===== src/rtl/tmu_pkg.sv =====
package tmu_pkg;

  // what an address resolves to
  typedef enum logic [1:0] {
    TGT_NONE  = 2'd0,
    TGT_OCR   = 2'd1,
    TGT_START = 2'd2,
    TGT_CHAN  = 2'd3
  } tgt_e;

  typedef struct packed {
    tgt_e       tgt;
    logic [1:0] ch;
    logic [1:0] sub;   // 0 reload, 1 count, 2 control, 3 capture
  } hit_t;

  // stored part of a channel control word (bits 7:0)
  typedef struct packed {
    logic [1:0] capm;  // capture mode
    logic       unie;  // underflow interrupt enable
    logic [1:0] edg;   // edge select for outside clocks
    logic [2:0] psc;   // prescale / source code
  } ctrl_t;

  localparam int OCR_OFS     = 0;
  localparam int START_OFS   = 4;
  localparam int BANK_BASE   = 8;
  localparam int BANK_STRIDE = 12;
  localparam int FLAG_UNF    = 8;
  localparam int FLAG_CAP    = 9;
  localparam logic [2:0] PSC_SLOW = 3'd6;
  localparam logic [2:0] PSC_EXT  = 3'd7;

endpackage


===== src/rtl/tmu_decode.sv =====
module tmu_decode import tmu_pkg::*; #(
  parameter int AW     = 8,
  parameter int NCH    = 3,
  parameter bit CAP_EN = 1'b1,
  parameter bit OCR_EN = 1'b1
) (
  input  logic [AW-1:0] addr_i,
  output hit_t          hit_o
);
  localparam int CAP_OFS = BANK_BASE + BANK_STRIDE * NCH;

  always_comb begin
    hit_o = '{tgt: TGT_NONE, ch: 2'd0, sub: 2'd0};
    if (addr_i[1:0] == 2'b00) begin
      if (OCR_EN && addr_i == AW'(OCR_OFS)) begin
        hit_o.tgt = TGT_OCR;
      end else if (addr_i == AW'(START_OFS)) begin
        hit_o.tgt = TGT_START;
      end else if (CAP_EN && addr_i == AW'(CAP_OFS)) begin
        hit_o.tgt = TGT_CHAN;
        hit_o.ch  = 2'(NCH - 1);
        hit_o.sub = 2'd3;
      end else begin
        for (int k = 0; k < NCH; k++) begin
          if (addr_i >= AW'(BANK_BASE + BANK_STRIDE * k) &&
              addr_i <  AW'(BANK_BASE + BANK_STRIDE * (k + 1))) begin
            hit_o.tgt = TGT_CHAN;
            hit_o.ch  = 2'(k);
            hit_o.sub = 2'((addr_i - AW'(BANK_BASE + BANK_STRIDE * k)) >> 2);
          end
        end
      end
    end
  end

endmodule


===== src/rtl/tmu_channel.sv =====
module tmu_channel import tmu_pkg::*; #(
  parameter int DW     = 32,
  parameter int NDIV   = 5,
  parameter bit CAP_EN = 1'b0,
  parameter bit EXT_EN = 1'b1
) (
  input  logic          clk,
  input  logic          rst,
  input  logic          run_i,
  input  logic          sel_i,
  input  logic          wr_i,
  input  logic [1:0]    sub_i,
  input  logic [DW-1:0] wdata_i,
  input  logic          ext_clk_i,
  input  logic          slow_clk_i,
  input  logic          cap_i,
  output logic [DW-1:0] rdata_o,
  output logic          bad_o,
  output logic          irq_o
);
  localparam int PW = 2 * NDIV;

  logic [DW-1:0] reload_q, count_q, cap_q;
  ctrl_t         ctrl_q, ctrl_w;
  logic          unf_q, capf_q, irq_q, cap_prev;
  logic [PW-1:0] pre_q;
  logic          wr_reload, wr_cnt, wr_ctrl, wr_cap, ctrl_bad;
  logic          tick_div, tick_ext, tick, step, unf_evt, cap_evt;

  assign ctrl_w = ctrl_t'(wdata_i[7:0]);

  // reserved control encodings
  always_comb begin
    ctrl_bad = 1'b0;
    if (ctrl_w.psc >= 3'(NDIV) && ctrl_w.psc < PSC_SLOW) ctrl_bad = 1'b1;
    if (!EXT_EN && (ctrl_w.psc >= PSC_SLOW || ctrl_w.edg != 2'd0)) ctrl_bad = 1'b1;
    if (ctrl_w.capm == 2'b01) ctrl_bad = 1'b1;
    if (!CAP_EN && (ctrl_w.capm != 2'b00 || wdata_i[FLAG_CAP])) ctrl_bad = 1'b1;
    if (|wdata_i[15:10]) ctrl_bad = 1'b1;
  end

  assign bad_o     = sel_i && wr_i && (sub_i == 2'd2) && ctrl_bad;
  assign wr_reload = sel_i && wr_i && (sub_i == 2'd0);
  assign wr_cnt    = sel_i && wr_i && (sub_i == 2'd1);
  assign wr_ctrl   = sel_i && wr_i && (sub_i == 2'd2) && !ctrl_bad;
  assign wr_cap    = CAP_EN && sel_i && wr_i && (sub_i == 2'd3);

  // internal prescale tap for the selected ratio
  always_comb begin
    tick_div = 1'b0;
    for (int d = 0; d < NDIV; d++) begin
      if (ctrl_q.psc == 3'(d))
        tick_div = ((pre_q & PW'((1 << (2 * d + 2)) - 1)) == PW'((1 << (2 * d + 2)) - 1));
    end
  end

  generate
    if (EXT_EN) begin : g_ext
      logic ext_prev, slow_prev, src, src_prev, rise, fall;
      always_ff @(posedge clk) begin
        if (rst) begin
          ext_prev  <= 1'b0;
          slow_prev <= 1'b0;
        end else begin
          ext_prev  <= ext_clk_i;
          slow_prev <= slow_clk_i;
        end
      end
      assign src      = (ctrl_q.psc == PSC_EXT) ? ext_clk_i : slow_clk_i;
      assign src_prev = (ctrl_q.psc == PSC_EXT) ? ext_prev  : slow_prev;
      assign rise     = src && !src_prev;
      assign fall     = !src && src_prev;
      assign tick_ext = (ctrl_q.edg == 2'd0) ? rise :
                        (ctrl_q.edg == 2'd1) ? fall : (rise || fall);
    end else begin : g_noext
      assign tick_ext = 1'b0;
    end
  endgenerate

  assign tick    = (ctrl_q.psc >= PSC_SLOW) ? tick_ext : tick_div;
  assign step    = run_i && tick && !wr_cnt;
  assign unf_evt = step && (count_q == '0);
  assign cap_evt = CAP_EN && ctrl_q.capm[1] && cap_i && !cap_prev;

  always_ff @(posedge clk) begin
    if (rst) begin
      reload_q <= '1;
      count_q  <= '1;
      cap_q    <= '0;
      ctrl_q   <= '0;
      unf_q    <= 1'b0;
      capf_q   <= 1'b0;
      irq_q    <= 1'b0;
      cap_prev <= 1'b0;
      pre_q    <= '0;
    end else begin
      cap_prev <= cap_i;
      if (wr_reload) reload_q <= wdata_i;
      if (wr_ctrl)   ctrl_q   <= ctrl_w;
      pre_q <= (!run_i || wr_ctrl) ? '0 : pre_q + PW'(1);
      if (wr_cnt)       count_q <= wdata_i;
      else if (unf_evt) count_q <= reload_q;
      else if (step)    count_q <= count_q - DW'(1);
      unf_q  <= (unf_q && !(wr_ctrl && !wdata_i[FLAG_UNF])) || unf_evt;
      capf_q <= (capf_q && !(wr_ctrl && !wdata_i[FLAG_CAP])) || cap_evt;
      if (cap_evt)     cap_q <= count_q;
      else if (wr_cap) cap_q <= wdata_i;
      irq_q <= (unf_q && ctrl_q.unie) || (capf_q && ctrl_q.capm == 2'b11);
    end
  end

  assign irq_o = irq_q;

  always_comb begin
    rdata_o = '0;
    case (sub_i)
      2'd0: rdata_o = reload_q;
      2'd1: rdata_o = count_q;
      2'd2: begin
        rdata_o[7:0]      = ctrl_q;
        rdata_o[FLAG_UNF] = unf_q;
        rdata_o[FLAG_CAP] = capf_q;
      end
      default: rdata_o = CAP_EN ? cap_q : '0;
    endcase
  end

  AST_HOLD_STOPPED: assert property (@(posedge clk) disable iff (rst)
    (!run_i && !wr_cnt) |=> $stable(count_q));
  AST_RELOAD_ON_UNF: assert property (@(posedge clk) disable iff (rst)
    (run_i && tick && count_q == '0 && !wr_cnt) |=> (count_q == $past(reload_q) && unf_q));
  AST_IRQ_AFTER_FLAG: assert property (@(posedge clk) disable iff (rst)
    (unf_q && ctrl_q.unie) |=> irq_o);
  AST_CTRL_LEGAL: assert property (@(posedge clk) disable iff (rst)
    !(ctrl_q.psc >= 3'(NDIV) && ctrl_q.psc < PSC_SLOW) && ctrl_q.capm != 2'b01);

  generate
    if (!CAP_EN) begin : g_nocap_chk
      AST_NO_CAPTURE_FLAG: assert property (@(posedge clk) disable iff (rst)
        !capf_q);
    end
  endgenerate

endmodule


===== src/rtl/tmu_regfront.sv =====
module tmu_regfront import tmu_pkg::*; #(
  parameter int DW       = 32,
  parameter int AW       = 8,
  parameter int THREE_CH = 1,
  parameter int EXT_OPT  = 1,
  parameter int NDIV     = 5
) (
  input  logic                                  clk,
  input  logic                                  rst,
  input  logic                                  bus_sel_i,
  input  logic                                  bus_wr_i,
  input  logic [AW-1:0]                         bus_addr_i,
  input  logic [DW-1:0]                         bus_wdata_i,
  output logic [DW-1:0]                         bus_rdata_o,
  output logic                                  bus_err_o,
  input  logic                                  ext_clk_i,
  input  logic                                  slow_clk_i,
  input  logic                                  cap_i,
  output logic                                  pin_ctrl_o,
  output logic [((THREE_CH != 0) ? 3 : 2)-1:0]  irq_o
);
  localparam int NCH   = (THREE_CH != 0) ? 3 : 2;
  localparam int MAXCH = 3;
  localparam logic [MAXCH-1:0] CH_MASK = MAXCH'((1 << NCH) - 1);

  hit_t             hit;
  logic [MAXCH-1:0] start_q;
  logic             ocr_q, err_q, err_n, start_ill, wr_ok;
  logic [DW-1:0]    rdata_q, rd_mux;
  logic [NCH-1:0]   ch_sel, ch_bad, ch_irq;
  logic [DW-1:0]    ch_rd [NCH];

  tmu_decode #(
    .AW(AW), .NCH(NCH), .CAP_EN(THREE_CH != 0), .OCR_EN(EXT_OPT != 0)
  ) u_decode (
    .addr_i(bus_addr_i),
    .hit_o (hit)
  );

  for (genvar k = 0; k < NCH; k++) begin : g_ch
    assign ch_sel[k] = bus_sel_i && (hit.tgt == TGT_CHAN) && (hit.ch == 2'(k));
    tmu_channel #(
      .DW(DW), .NDIV(NDIV),
      .CAP_EN((THREE_CH != 0) && (k == NCH - 1)),
      .EXT_EN(EXT_OPT != 0)
    ) u_chan (
      .clk       (clk),
      .rst       (rst),
      .run_i     (start_q[k]),
      .sel_i     (ch_sel[k]),
      .wr_i      (bus_wr_i),
      .sub_i     (hit.sub),
      .wdata_i   (bus_wdata_i),
      .ext_clk_i (ext_clk_i),
      .slow_clk_i(slow_clk_i),
      .cap_i     (cap_i),
      .rdata_o   (ch_rd[k]),
      .bad_o     (ch_bad[k]),
      .irq_o     (ch_irq[k])
    );
  end

  assign start_ill = |(bus_wdata_i[MAXCH-1:0] & ~CH_MASK);
  assign err_n = bus_sel_i && ((hit.tgt == TGT_NONE) ||
                 (bus_wr_i && hit.tgt == TGT_START && start_ill) ||
                 (|ch_bad));
  assign wr_ok = bus_sel_i && bus_wr_i && !err_n;

  always_comb begin
    rd_mux = '0;
    case (hit.tgt)
      TGT_OCR:   rd_mux[0] = ocr_q;
      TGT_START: rd_mux[MAXCH-1:0] = start_q;
      TGT_CHAN: begin
        for (int k = 0; k < NCH; k++)
          if (hit.ch == 2'(k)) rd_mux = ch_rd[k];
      end
      default: rd_mux = '0;
    endcase
  end

  always_ff @(posedge clk) begin
    if (rst) begin
      start_q <= '0;
      ocr_q   <= 1'b0;
      rdata_q <= '0;
      err_q   <= 1'b0;
    end else begin
      err_q   <= err_n;
      rdata_q <= (bus_sel_i && !bus_wr_i && !err_n) ? rd_mux : '0;
      if (wr_ok && hit.tgt == TGT_OCR)   ocr_q   <= bus_wdata_i[0];
      if (wr_ok && hit.tgt == TGT_START) start_q <= bus_wdata_i[MAXCH-1:0];
    end
  end

  assign bus_rdata_o = rdata_q;
  assign bus_err_o   = err_q;
  assign pin_ctrl_o  = ocr_q;
  assign irq_o       = ch_irq;

  AST_ERR_NEEDS_ACCESS: assert property (@(posedge clk) disable iff (rst)
    !$past(bus_sel_i) |-> !bus_err_o);
  AST_ERR_ZERO_DATA: assert property (@(posedge clk) disable iff (rst)
    bus_err_o |-> (bus_rdata_o == '0));

  generate
    if (NCH < MAXCH) begin : g_lite_chk
      AST_NO_MISSING_RUN: assert property (@(posedge clk) disable iff (rst)
        start_q[MAXCH-1] == 1'b0);
    end
  endgenerate

endmodule


===== config.mk =====
export PLATFORM = sky130hd
export DESIGN_NAME = tmu_regfront
export DESIGN_NICKNAME = d
export VERILOG_FILES = /design/src/rtl/tmu_pkg.sv /design/src/rtl/tmu_decode.sv /design/src/rtl/tmu_channel.sv /design/src/rtl/tmu_regfront.sv
export SDC_FILE = /design/constraint.sdc
export NUM_CORES = 1
export LEC_CHECK = 0
export ABC_AREA = 0
export BUFFER_PORTS_ARGS = -buffer_cell sky130_fd_sc_hd__buf_2
export CORE_MARGIN = 5
export CORE_UTILIZATION = 60
export DETAILED_ROUTE_END_ITERATION = 12
export GPL_ROUTABILITY_DRIVEN = 0
export PLACE_DENSITY_LB_ADDON = 0.3
export SYNTH_ARGS = -nofsm -noshare
export SYNTH_HDL_FRONTEND = slang
export SYNTH_HIERARCHICAL = 1
export SYNTH_SLANG_ARGS = --single-unit
export TNS_END_PERCENT = 5

===== constraint.sdc =====
create_clock -name clk -period 12 [get_ports clk]
set_input_delay 2.4 -clock clk [delete_from_list [all_inputs] [get_ports clk]]
set_output_delay 2.4 -clock clk [all_outputs]
set_load 0.005 [all_outputs]

==> impl_metrics.xml <==
<?xml version="1.0" encoding="UTF-8"?>
<metrics>
  <group name="critical_path">
    <metric name="timing.critical_path.from" unit="">bus_addr_i[2]</metric>
    <metric name="slowest_delay" unit="ns">1.07</metric>
    <metric name="start_kind" unit="">primary input</metric>
    <metric name="crit_end" unit="">g_ch[2].u_chan/cap_q[30]$_SDFFE_PP0P_</metric>
    <metric name="rr_startpoint" unit="">g_ch[0].u_chan/ctrl_q[1]$_SDFFE_PP0P_</metric>
    <metric name="reg2regPathDepth" unit="">12</metric>
    <metric name="worstSetupEndpointType" unit="">flop</metric>
    <metric name="timing.critical_path.slowest_stage_cell" unit="">sky130_fd_sc_hd__nand3_2</metric>
    <metric name="worst-setup-path-type" unit="">in -&gt; reg</metric>
    <metric name="stages_on_the_worst_setup_path" unit="">13</metric>
    <metric name="critical_path.cell_chain" unit="">buf_2 &gt; inv_1 &gt; ha_1 &gt; or3b_2 &gt; a221oi_2 &gt; o211ai_1 &gt; a21oi_4 &gt; buf_4 &gt; buf_4 &gt; and2_1 &gt; nand3_2 &gt; mux2i_1 &gt; a211oi_1</metric>
    <metric name="cell_with_the_most_instances_on_the_worst_path" unit="">sky130_fd_sc_hd__buf_4</metric>
    <metric name="arrival_time_worst_endpoint" unit="ns">7.88</metric>
    <metric name="crit-reg2reg-capture" unit="">g_ch[0].u_chan/count_q[24]$_SDFFE_PP1P_</metric>
    <metric name="required" unit="ns">12.42</metric>
    <metric name="critPathBufInv" unit="">4</metric>
    <metric name="critical_path.max_fanout" unit="">56</metric>
    <metric name="regToRegSetupSlack" unit="ns">8.44</metric>
    <metric name="timing.critical_path.max_delay_family" unit="">simple AND/OR/NAND/NOR gates</metric>
  </group>
  <group name="yosys">
    <metric name="syn_nets" unit="">2356</metric>
    <metric name="synth_seq_cells" unit="">331</metric>
    <metric name="synth_async_sr_flop_share" unit="%">0</metric>
    <metric name="synth-edff-count" unit="">0</metric>
    <metric name="ys_types" unit="">80</metric>
    <metric name="post_synth.cell_area_avg" unit="sq um">8.27</metric>
    <metric name="ys.warnings.count" unit="">6</metric>
    <metric name="syn-cell-area" unit="sq um">18900</metric>
    <metric name="yosysSeqAreaShare" unit="%">35.0</metric>
    <metric name="synth-main-ff-cell" unit="">sky130_fd_sc_hd__dfxtp_1</metric>
    <metric name="synth_cells" unit="">2289</metric>
  </group>
  <group name="detailed_routing">
    <metric name="via_per_inst" unit="">6.58</metric>
    <metric name="wire_length_per_cell" unit="um">20.9</metric>
    <metric name="first_pass_iters" unit="">5</metric>
    <metric name="drt.antenna.violating_nets" unit="">0</metric>
    <metric name="drtIter0Drc" unit="">2078</metric>
    <metric name="wl" unit="um">56400</metric>
    <metric name="detail_route.drc_violations" unit="">0</metric>
    <metric name="num_vias" unit="">17800</metric>
  </group>
  <group name="sta">
    <metric name="rsz0062_at_grt" unit="">false</metric>
    <metric name="final-max-slew-violation-count" unit="">0</metric>
    <metric name="fin_crit_sh" unit="%">62.2</metric>
    <metric name="setup_viol" unit="">0</metric>
    <metric name="hold-worst-slack" unit="ns">0.465</metric>
    <metric name="finalCriticalPeriod" unit="ns">7.46</metric>
    <metric name="setup_tns" unit="ns">0</metric>
    <metric name="finClkSkew" unit="ns">0.0204</metric>
    <metric name="max_freq" unit="MHz">134</metric>
    <metric name="final_hold_viol_count" unit="">0</metric>
    <metric name="slew_headroom" unit="%">19.0</metric>
    <metric name="timing_worst_slew_pin_value" unit="ns">1.21</metric>
  </group>
  <group name="global_routing">
    <metric name="use_met2" unit="%">48.4</metric>
    <metric name="grt_max_degree" unit="">125</metric>
    <metric name="grt_util_met3" unit="%">5.31</metric>
    <metric name="grt.met1_usage" unit="%">42.2</metric>
    <metric name="antenna_found_initial" unit="">0</metric>
    <metric name="grt_pass1_wl" unit="um">89800</metric>
    <metric name="gr-usage-all-layers" unit="%">30.5</metric>
    <metric name="global_route.peak_usage_layer" unit="">met2</metric>
    <metric name="vias_in_the_first_global_route" unit="">16600</metric>
    <metric name="globalRoute.totalOverflow" unit="">0</metric>
  </group>
  <group name="clock_network">
    <metric name="htreeDepth" unit="">2</metric>
    <metric name="cts_root_buffer" unit="">sky130_fd_sc_hd__clkbuf_16</metric>
    <metric name="num_cts_buffers" unit="">38</metric>
    <metric name="postCtsSetupBuffers" unit="">0</metric>
    <metric name="post_cts_resized" unit="">0</metric>
    <metric name="cts_tree" unit="">built</metric>
    <metric name="cts_hold_buffers" unit="">0</metric>
    <metric name="worst_skew_pair_later_pin_latency" unit="ns">0.54</metric>
    <metric name="ctsLongestPathBuffers" unit="">3</metric>
    <metric name="cts.clk_slew.worst_paths" unit="ns">0.06</metric>
    <metric name="clock-sinks" unit="">331</metric>
  </group>
  <group name="floorplanning">
    <metric name="die_y" unit="um">188</metric>
    <metric name="die_x" unit="um">188</metric>
    <metric name="core" unit="sq um">31400</metric>
    <metric name="design.die.area" unit="sq um">35200</metric>
    <metric name="io_pins" unit="">84</metric>
    <metric name="initial_util" unit="%">60.3</metric>
    <metric name="fp-row-count" unit="">65</metric>
  </group>
  <group name="final_layout">
    <metric name="insertedDiodeCount" unit="">0</metric>
    <metric name="layout.nets" unit="">2332</metric>
    <metric name="seq_area" unit="sq um">6630</metric>
    <metric name="layout-area-overhead-vs-synth" unit="%">9.32</metric>
    <metric name="fill_cells" unit="">2560</metric>
    <metric name="layout-drive-gt1-share" unit="%">10.9</metric>
    <metric name="multi_input_area" unit="sq um">11500</metric>
  </group>
  <group name="place">
    <metric name="dp_hpwl" unit="um">36600</metric>
    <metric name="port_buffers" unit="">83</metric>
  </group>
  <group name="worst_hold_path">
    <metric name="launch_instance_of_the_worst_min_delay_path" unit="">g_ch[0].u_chan/pre_q[0]$_SDFF_PP0_</metric>
    <metric name="min_path_type" unit="">reg -&gt; reg</metric>
  </group>
  <group name="power_and_ir_drop">
    <metric name="power.density_cell_area" unit="nW/um^2">116</metric>
    <metric name="max-vdd-ir-drop" unit="mV">0.112</metric>
    <metric name="p_leak" unit="nW">7.49</metric>
  </group>
  <group name="status">
    <metric name="outcome" unit="">complete, no violations</metric>
  </group>
  <group name="job">
    <metric name="max_cap_violations" unit="">0</metric>
  </group>
</metrics>
[worst min-delay path by stage]
| stage | endpoint | slack (ns) | depth (start not counted) |
|---|---|---|---|
| after global placement | g_ch[0].u_chan/pre_q[0]$_SDFF_PP0_ | 0.44 | 1 |
| after floorplan | g_ch[0].u_chan/pre_q[0]$_SDFF_PP0_ | 0.43 | 1 |
| after detailed placement | g_ch[1].u_chan/pre_q[0]$_SDFF_PP0_ | 0.45 | 1 |
| final | g_ch[0].u_chan/pre_q[0]$_SDFF_PP0_ | 0.47 | 1 |
| after global routing | g_ch[0].u_chan/pre_q[0]$_SDFF_PP0_ | 0.49 | 1 |
| after CTS | g_ch[1].u_chan/pre_q[0]$_SDFF_PP0_ | 0.47 | 1 |
[per-layer routing]
metal,vias up,share of wire (%)
met5,-,0
met4,0,3.2
met3,163,9.5
met2,949,46
met1,8470,41
li1,8172,-
[cells in the mapped netlist, types with 14 or more instances]
library cell	number	area, sq um
sky130_fd_sc_hd__a211oi_1	71	533
sky130_fd_sc_hd__inv_1	32	120
sky130_fd_sc_hd__a211o_1	86	753
sky130_fd_sc_hd__nor4_1	19	119
sky130_fd_sc_hd__o31ai_1	19	143
sky130_fd_sc_hd__a31oi_1	15	93.8
sky130_fd_sc_hd__clkbuf_1	132	495
sky130_fd_sc_hd__xor2_1	43	377
sky130_fd_sc_hd__nor2b_1	83	519
sky130_fd_sc_hd__nand4_1	32	200
sky130_fd_sc_hd__and3_1	17	106
sky130_fd_sc_hd__a21oi_1	113	566
sky130_fd_sc_hd__mux2i_1	208	2080
sky130_fd_sc_hd__nand2_1	184	691
sky130_fd_sc_hd__o21ai_0	83	415
sky130_fd_sc_hd__nor3_1	26	130
sky130_fd_sc_hd__o211ai_1	39	293
sky130_fd_sc_hd__buf_2	20	100
sky130_fd_sc_hd__xnor2_1	50	438
sky130_fd_sc_hd__nand3_1	133	666
sky130_fd_sc_hd__dfxtp_1	331	6630
sky130_fd_sc_hd__o21bai_1	14	105
sky130_fd_sc_hd__ha_1	20	250
sky130_fd_sc_hd__nor2_1	322	1210
[cell families (layout without fill, tap and decap cells)]
group | count (synthesis) | after routing | synth area share [%]
compound gates | 484 | 484 | 17.4
fa+ha+maj | 20 | 20 | 1.32
flops | 331 | 331 | 35.0
simple gates | 923 | 923 | 24.5
mux | 228 | 228 | 12.8
buf+inv | 210 | 216 | 4.73
xor+xnor | 93 | 93 | 4.30
[final cells by class]
class / count / area share, %
sequential: 331 / 32.0
tap: 402 / 2.43
clock inverter: 12 / 0.695
inverter: 32 / 0.580
multi-input combinational: 1748 / 55.4
clock buffer: 58 / 5.69
timing repair buffer: 114 / 3.16
[state kept, by name (all words and copies together), names as in the netlist, 24 cells and up]
| register | cells |
|---|---|
| g_ch.u_chan/count_q | 96 |
| g_ch.u_chan/reload_q | 96 |
| bus_rdata_o | 32 |
| g_ch.u_chan/cap_q | 32 |
| g_ch.u_chan/pre_q | 30 |
| g_ch.u_chan/ctrl_q | 24 |
[through the flow]
stage	total power, mW	cells	setup WS, ns	cell area, sq um	utilization [%]
2_1_floorplan	1.17	2289	6.39	18900	-
3_3_place_gp	1.22	2627	4.37	19400	61.7
3_5_place_dp	1.22	2627	4.17	19400	61.7
4_1_cts	2.41	2697	4.68	20700	65.9
5_1_grt	2.47	2697	4.26	20700	65.9
6_report	2.41	2697	4.54	20700	65.9
[worst register-to-register path: cells and delay by family, from the launching register on]
family / cells / cell delay, ns
AOI/OAI and AO/OA: 4 / 0.81
adders and majority gates: 1 / 0.12
buffers and inverters: 2 / 0.33
DFF: 1 / 0.45
muxes: 1 / 0.33
and+or+nand+nor: 4 / 1.45
[power breakdown]
part | leakage, nW | internal [mW] | switching (mW)
Clock | 0.650 | 0.727 | 0.482
Sequential | 2.68 | 1.10 | 0.000573
Combinational | 4.16 | 0.0266 | 0.0713
[cell usage in the layout (no fill, tap or decap), types with 17 or more instances in the layout]
master / synthesis / layout
sky130_fd_sc_hd__xor2_1: 43 / 43
sky130_fd_sc_hd__buf_4: 6 / 31
sky130_fd_sc_hd__mux2i_1: 208 / 208
sky130_fd_sc_hd__o211ai_1: 39 / 39
sky130_fd_sc_hd__and3_1: 17 / 17
sky130_fd_sc_hd__a211oi_1: 71 / 71
sky130_fd_sc_hd__o21ai_0: 83 / 82
sky130_fd_sc_hd__a211o_1: 86 / 86
sky130_fd_sc_hd__nor3_1: 26 / 22
sky130_fd_sc_hd__nand2_1: 184 / 184
sky130_fd_sc_hd__xnor2_1: 50 / 50
sky130_fd_sc_hd__nor4_1: 19 / 19
sky130_fd_sc_hd__buf_2: 20 / 82
sky130_fd_sc_hd__clkbuf_16: 0 / 39
sky130_fd_sc_hd__o31ai_1: 19 / 19
sky130_fd_sc_hd__nor2_1: 322 / 321
sky130_fd_sc_hd__inv_1: 32 / 32
sky130_fd_sc_hd__nand3_1: 133 / 132
sky130_fd_sc_hd__nor2b_1: 83 / 82
sky130_fd_sc_hd__nand4_1: 32 / 32
sky130_fd_sc_hd__dfxtp_1: 331 / 331
sky130_fd_sc_hd__ha_1: 20 / 20
sky130_fd_sc_hd__a21oi_1: 113 / 111
Note: power is estimated with default switching activity, not from simulation.
